===== src/rtl/ssum_pkg.sv =====
// Shared types for the scaled-sum chain stage.
// Assumes: role code sits in bits [1:0] of setup word 0.
package ssum_pkg;

    typedef enum logic [1:0] {
        ROLE_IDLE  = 2'b00,
        ROLE_READ  = 2'b01,
        ROLE_ADD   = 2'b10,
        ROLE_WRITE = 2'b11
    } role_e;

    typedef enum logic [1:0] {
        ST_INIT,
        ST_ARMED,
        ST_RUN,
        ST_DONE
    } state_e;

    // first element address; words 0..2 hold role, weight, count
    localparam int unsigned DATA_BASE = 3;

endpackage


===== src/rtl/ssum_ctrl.sv =====
// Control for one chain stage: setup read, role decode, run/stop
// sequencing, memory addressing and the sink's end-of-run pulse.
// Assumes: memory returns read data one clock after the request.
// Source/summing stages prefetch element 0 so a run can start with
// zero wait on the first incoming strobe.
module ssum_ctrl
    import ssum_pkg::*;
#(
    parameter int DATA_W = 16,
    parameter int ADDR_W = 10
) (
    input  logic              clk,
    input  logic              rst_n,
    input  logic              left_stb,
    input  logic [DATA_W-1:0] mem_rdata,
    output logic              mem_rd_en,
    output logic              mem_wr_en,
    output logic [ADDR_W-1:0] mem_addr,
    output logic              consume,
    output logic              add_en,
    output logic [DATA_W-1:0] coef,
    output logic              irq
);

    state_e            state;
    role_e             role_q;
    logic [1:0]        init_cnt;
    logic [DATA_W-1:0] coef_q;
    logic [DATA_W-1:0] count_q;
    logic [DATA_W-1:0] idx;
    logic              irq_q;

    logic is_src;
    logic active;
    logic last;

    // role and phase decode
    always_comb begin
        is_src  = (role_q == ROLE_READ) || (role_q == ROLE_ADD);
        active  = (state == ST_ARMED) || (state == ST_RUN);
        consume = is_src && (count_q != '0) &&
                  (((state == ST_ARMED) && left_stb) || (state == ST_RUN));
        last    = consume && (idx == count_q - 1'b1);
        add_en  = (role_q == ROLE_ADD);
    end

    // memory port: setup reads, element prefetch, sink writes
    always_comb begin
        mem_wr_en = (role_q == ROLE_WRITE) && active && left_stb;
        if (state == ST_INIT) begin
            mem_rd_en = (init_cnt != 2'd3) || is_src;
            mem_addr  = (init_cnt != 2'd3) ? ADDR_W'(init_cnt)
                                           : ADDR_W'(DATA_BASE);
        end else begin
            mem_rd_en = is_src && active;
            mem_addr  = ADDR_W'(DATA_BASE) + ADDR_W'(idx) + ADDR_W'(consume);
        end
    end

    // sequencing of setup, run and completion
    always_ff @(posedge clk) begin
        if (!rst_n) begin
            state    <= ST_INIT;
            role_q   <= ROLE_IDLE;
            init_cnt <= '0;
            coef_q   <= '0;
            count_q  <= '0;
            idx      <= '0;
            irq_q    <= 1'b0;
        end else begin
            irq_q <= 1'b0;
            case (state)
                ST_INIT: begin
                    init_cnt <= init_cnt + 1'b1;
                    if (init_cnt == 2'd1) role_q  <= role_e'(mem_rdata[1:0]);
                    if (init_cnt == 2'd2) coef_q  <= mem_rdata;
                    if (init_cnt == 2'd3) begin
                        count_q <= mem_rdata;
                        state   <= (role_q == ROLE_IDLE) ? ST_DONE : ST_ARMED;
                    end
                end
                ST_ARMED: begin
                    if (left_stb) begin
                        if (role_q == ROLE_WRITE) begin
                            idx   <= idx + 1'b1;
                            state <= ST_RUN;
                        end else if (!consume || last) begin
                            state <= ST_DONE;
                        end else begin
                            idx   <= idx + 1'b1;
                            state <= ST_RUN;
                        end
                    end
                end
                ST_RUN: begin
                    if (role_q == ROLE_WRITE) begin
                        if (left_stb) begin
                            idx <= idx + 1'b1;
                        end else begin
                            state <= ST_DONE;
                            irq_q <= 1'b1;
                        end
                    end else begin
                        idx <= idx + 1'b1;
                        if (last) state <= ST_DONE;
                    end
                end
                default: state <= ST_DONE;
            endcase
        end
    end

    assign coef = coef_q;
    assign irq  = irq_q;

endmodule


===== src/rtl/ssum_datapath.sv =====
// Weighted multiply-add and the right-bus output register.
// Assumes: element and weight are signed two's complement; the sum
// wraps modulo 2^(2*DATA_W). Output appears one clock after consume.
module ssum_datapath #(
    parameter int DATA_W = 16,
    localparam int ACC_W = 2 * DATA_W
) (
    input  logic             clk,
    input  logic             rst_n,
    input  logic             consume,
    input  logic             add_en,
    input  logic [DATA_W-1:0] coef,
    input  logic [DATA_W-1:0] elem,
    input  logic [ACC_W-1:0] left_data,
    output logic [ACC_W-1:0] right_data,
    output logic             right_stb
);

    logic signed [ACC_W-1:0] prod;
    logic        [ACC_W-1:0] sum;

    // single-cycle signed product plus optional left partial sum
    always_comb begin
        prod = $signed(coef) * $signed(elem);
        sum  = (add_en ? left_data : '0) + ACC_W'(prod);
    end

    // register the result and its strobe
    always_ff @(posedge clk) begin
        if (!rst_n) begin
            right_stb  <= 1'b0;
            right_data <= '0;
        end else begin
            right_stb <= consume;
            if (consume) right_data <= sum;
        end
    end

endmodule


===== src/rtl/scaled_sum_stage.sv =====
// One stage of a weighted-sum systolic chain. Role, weight and count
// come from local memory words 0..2 after each reset; elements and
// results live from address 3 upward.
// Assumes: synchronous-read memory with one clock of latency; the
// upstream neighbour delivers a gap-free stream once started.
module scaled_sum_stage #(
    parameter int DATA_W = 16,
    parameter int ADDR_W = 10
) (
    input  logic                  clk,
    input  logic                  rst_n,
    input  logic [2*DATA_W-1:0]   left_data,
    input  logic                  left_stb,
    output logic [2*DATA_W-1:0]   right_data,
    output logic                  right_stb,
    output logic                  mem_rd_en,
    output logic                  mem_wr_en,
    output logic [ADDR_W-1:0]     mem_addr,
    output logic [DATA_W-1:0]     mem_wdata,
    input  logic [DATA_W-1:0]     mem_rdata,
    output logic                  irq
);

    localparam int ACC_W = 2 * DATA_W;

    logic              consume;
    logic              add_en;
    logic [DATA_W-1:0] coef;

    ssum_ctrl #(.DATA_W(DATA_W), .ADDR_W(ADDR_W)) u_ctrl (
        .clk       (clk),
        .rst_n     (rst_n),
        .left_stb  (left_stb),
        .mem_rdata (mem_rdata),
        .mem_rd_en (mem_rd_en),
        .mem_wr_en (mem_wr_en),
        .mem_addr  (mem_addr),
        .consume   (consume),
        .add_en    (add_en),
        .coef      (coef),
        .irq       (irq)
    );

    ssum_datapath #(.DATA_W(DATA_W)) u_dp (
        .clk        (clk),
        .rst_n      (rst_n),
        .consume    (consume),
        .add_en     (add_en),
        .coef       (coef),
        .elem       (mem_rdata),
        .left_data  (left_data),
        .right_data (right_data),
        .right_stb  (right_stb)
    );

    // sink stores the upper half of the arriving sum
    assign mem_wdata = left_data[ACC_W-1:DATA_W];

endmodule


===== config.mk =====
export PLATFORM = sky130hd
export DESIGN_NAME = scaled_sum_stage
export DESIGN_NICKNAME = d
export VERILOG_FILES = /design/src/rtl/ssum_pkg.sv /design/src/rtl/ssum_ctrl.sv /design/src/rtl/ssum_datapath.sv /design/src/rtl/scaled_sum_stage.sv
export SDC_FILE = /design/constraint.sdc
export NUM_CORES = 1
export LEC_CHECK = 0
export BUFFER_PORTS_ARGS = -buffer_cell sky130_fd_sc_hd__buf_4
export CORE_AREA = 5 5 173 175
export DETAILED_ROUTE_END_ITERATION = 12
export DIE_AREA = 0 0 178 180
export PLACE_DENSITY = 0.83
export REMOVE_ABC_BUFFERS = 1
export SYNTH_ARGS = -nofsm -noshare
export SYNTH_HDL_FRONTEND = slang
export SYNTH_SLANG_ARGS = --single-unit

===== constraint.sdc =====
create_clock -name clk -period 13.9 [get_ports clk]
set_clock_uncertainty 0.15 [all_clocks]
set_input_delay 2.78 -clock clk [delete_from_list [all_inputs] [get_ports clk]]
set_output_delay 2.78 -clock clk [all_outputs]
set_load 0.02 [all_outputs]

==> flow_summary.toml <==
[floorplanning]
die_x_microns = 178
start_util_pct = 54.11
io_pins = 113
die-area_sq_um = 32040
coreArea_sq_um = 28310
die_height_microns = 180
num_rows = 62

[timing]
finalMaxSlewViolations = 0
final-hold-violation-count = 0
rsz0062_at_grt = "no"
worst_slew_pin_slew_ns = 0.9584
setup_viol = 0
fin_crit_ns = 8.650
period_share_pct = 62.23
setup_tns_ns = 0
relSlewSlack_pct = 36.02
max_freq_mhz = 115.6

[final_layout]
num_antenna_cells = 0
fin_nets = 2255
synthToLayoutAreaGrowth_pct = 8.370
fin_util_pct = 58.64
layout_common_cells = "inv_1 (344), fa_1 (292), nand2_1 (276), and2_1 (158), buf_4 (118)"
final_common_cell = "inv_1"
drive_gt1_share_pct = 8.195

[route]
ant_nets = 0
drt-pass1-iter-count = 5
via_per_inst = 5.396
vias = 11820
wl_mm = 36.47
drt_iter0_drc = 885
drcViolationCount = 0
route.detailed.wl_per_inst_microns = 16.65

[place]
post-dp-hpwl_mm = 29.00
place.port_buffers = 112
gp_congestion = 0.9194

[cts]
hold_buffers = 0
cts_tree = "yes"
clk_path_buf_depth = 2
h-tree-depth = 3
path_clk_slew_ns = 0.07
clockRootBuffer = "clkbuf_16"
numCtsBuffers = 9
clock_latency_ns = 0.35
cts-resized-gates = 0
clock_sinks = 88
post_cts.repair.setup_buffers = 0

[worst_setup_path]
critPathLaunch = "mem_rdata[1]"
r2r_end = "u_dp.right_data[31]$_SDFFE_PN0P_"
cp-endpoint = "u_dp.right_data[31]$_SDFFE_PN0P_"
startpoint_type = "input pin"
cp.required_ns = 13.98
crit_path_max_fanout = 19
rr_worst_depth = 22
r2r-start = "u_ctrl.coef[6]$_SDFFE_PN0P_"
crit_type = "in2reg"
crit_path_end_kind = "register"
r2r_slack_ns = 7.07
cp_data_arrival_time_ns = 8.73

[pwr]
peakVddDrop_uv = 124.5
p_leak_nw = 8.456
p_per_area_nw_per_um2 = 156.4

[synthesis]
yosysSeqAreaShare_pct = 11.50
yosys.area.top_type = "fa_1"
synth_ff_type = "dfxtp_1"
synthTopCellsByArea = "fa_1 (38%), dfxtp_1 (11%), ha_1 (9.1%)"
synthDistinctLibCells = 55
postSynthAreaPerCell_sq_um = 8.696
synth.ff_latch_count = 88
syn_inst = 1762
netlist_area_sq_um = 15320
synth.top_cell.area_share_pct = 38.15
synth-async-reset-ratio_pct = 0
synth_edf_count = 0
ys_warn_count = 0

[global_route]
grt_pass1_wl_mm = 61.35
grt.total_usage_pct = 23.55
overflow = 0
grt_max_degree = 72
grt_pass1_vias = 12620
grt_antenna_before_repair = 0

[worst_hold_path]
hold_path.class = "reg2reg"
hold_path_startpoint = "u_dp.right_data[9]$_SDFFE_PN0P_"

[flow_run]
drv_cap = 0

[outcome]
status = "finished, final reports clean"
-- worst min-delay path by stage --
stage	cells after the start	endpoint	slack (ns)
after floorplan	2	u_ctrl.role_q[0]$_SDFFE_PN0P_	0.30
after global placement	2	u_dp.right_data[6]$_SDFFE_PN0P_	0.29
after detailed placement	2	u_dp.right_data[21]$_SDFFE_PN0P_	0.30
after CTS	2	u_dp.right_data[21]$_SDFFE_PN0P_	0.31
after global routing	2	u_dp.right_data[16]$_SDFFE_PN0P_	0.33
final	2	u_dp.right_data[9]$_SDFFE_PN0P_	0.30
-- state kept, by name, indices dropped and copies added, names as in the netlist --
| register | cells |
|---|---|
| u_ctrl.coef | 16 |
| u_ctrl.count_q | 16 |
| u_ctrl.idx | 16 |
| u_ctrl.init_cnt | 2 |
| u_ctrl.irq | 1 |
| u_ctrl.role_q | 2 |
| u_ctrl.state | 2 |
| u_dp.right_data | 32 |
| u_dp.right_stb | 1 |
-- cells by family (layout without fill, tap and decap cells) --
kind of cell               Yosys count  in the layout  share of synthesized area, %
and+or+nand+nor                    579            579                         18.22
xor gates and xnor gates            69             69                         3.944
adders and majority gates          403            403                         47.22
DFF                                 88             88                         11.50
buffers and inverters              435            479                         11.10
AOI/OAI and AO/OA                  178            178                         7.366
muxes                               10             10                        0.6615
-- per-layer routing --
layer | wire, microns | vias to the layer above | GRT usage, %
met5 | 0 | - | 0
met4 | 1385 | 0 | 8.292
met2 | 18230 | 478 | 41.05
li1 | - | 5395 | -
met3 | 2452 | 103 | 3.340
met1 | 14400 | 5841 | 29.82
-- critical path: stages --
cell	delay (ns)
buf_4	0.20
nand2_1	0.17
inv_1	0.09
fa_1	0.69
inv_1	0.14
fa_1	0.50
inv_1	0.32
fa_1	0.51
fa_1	0.50
fa_1	0.49
inv_1	0.05
fa_1	0.47
inv_1	0.04
ha_1	0.31
and2_1	0.19
and3_1	0.22
and3_1	0.20
a211o_1	0.32
o31ai_1	0.27
xnor2_1	0.16
a21oi_1	0.08
-- synthesized netlist by cell type (11+ instances only) --
cell type and n:
nor2_1 50, o21ai_0 14, a21o_1 14, nand2_1 276
fa_1 292, xor2_1 24, and3_1 11, and2_1 158
buf_4 16, inv_1 345, xnor2_1 45, nand2b_1 18
a21oi_1 93, nand3_1 23, dfxtp_1 88, clkbuf_1 67
ha_1 111
-- per-stage QoR --
step                      worst slack [ns]  hold WS (ns)  total power (W)  cells  cell area [sq um]
after floorplan                      4.539        0.3036         0.001833   1672              14920
after global placement               5.032        0.2899         0.002256   2174              16290
after detailed placement             4.892        0.2963         0.002336   2174              16290
after CTS                            5.270        0.3060         0.002604   2190              16600
after global routing                 5.003        0.3259         0.002911   2190              16600
final                                5.250        0.3039         0.002598   2190              16600
-- power breakdown --
part / leakage (nW) / internal, W / total, W / switching, W
combinational: 7.59 / 0.000838 / 0.00201 / 0.00117
sequential: 0.711 / 0.000275 / 0.000333 / 0.0000573
clock: 0.156 / 0.000150 / 0.000256 / 0.000105
-- cell type report --
type	instances	area, sq um
repair buffers	118	885.9
inverters	345	1295
multi-input cells	1239	11860
fillers	2399	11710
flip-flops and latches	88	1762
clock buffers	11	252.7
well taps	384	480.5
clock inverters	5	65.06
Note: power is estimated with default switching activity, not from simulation.
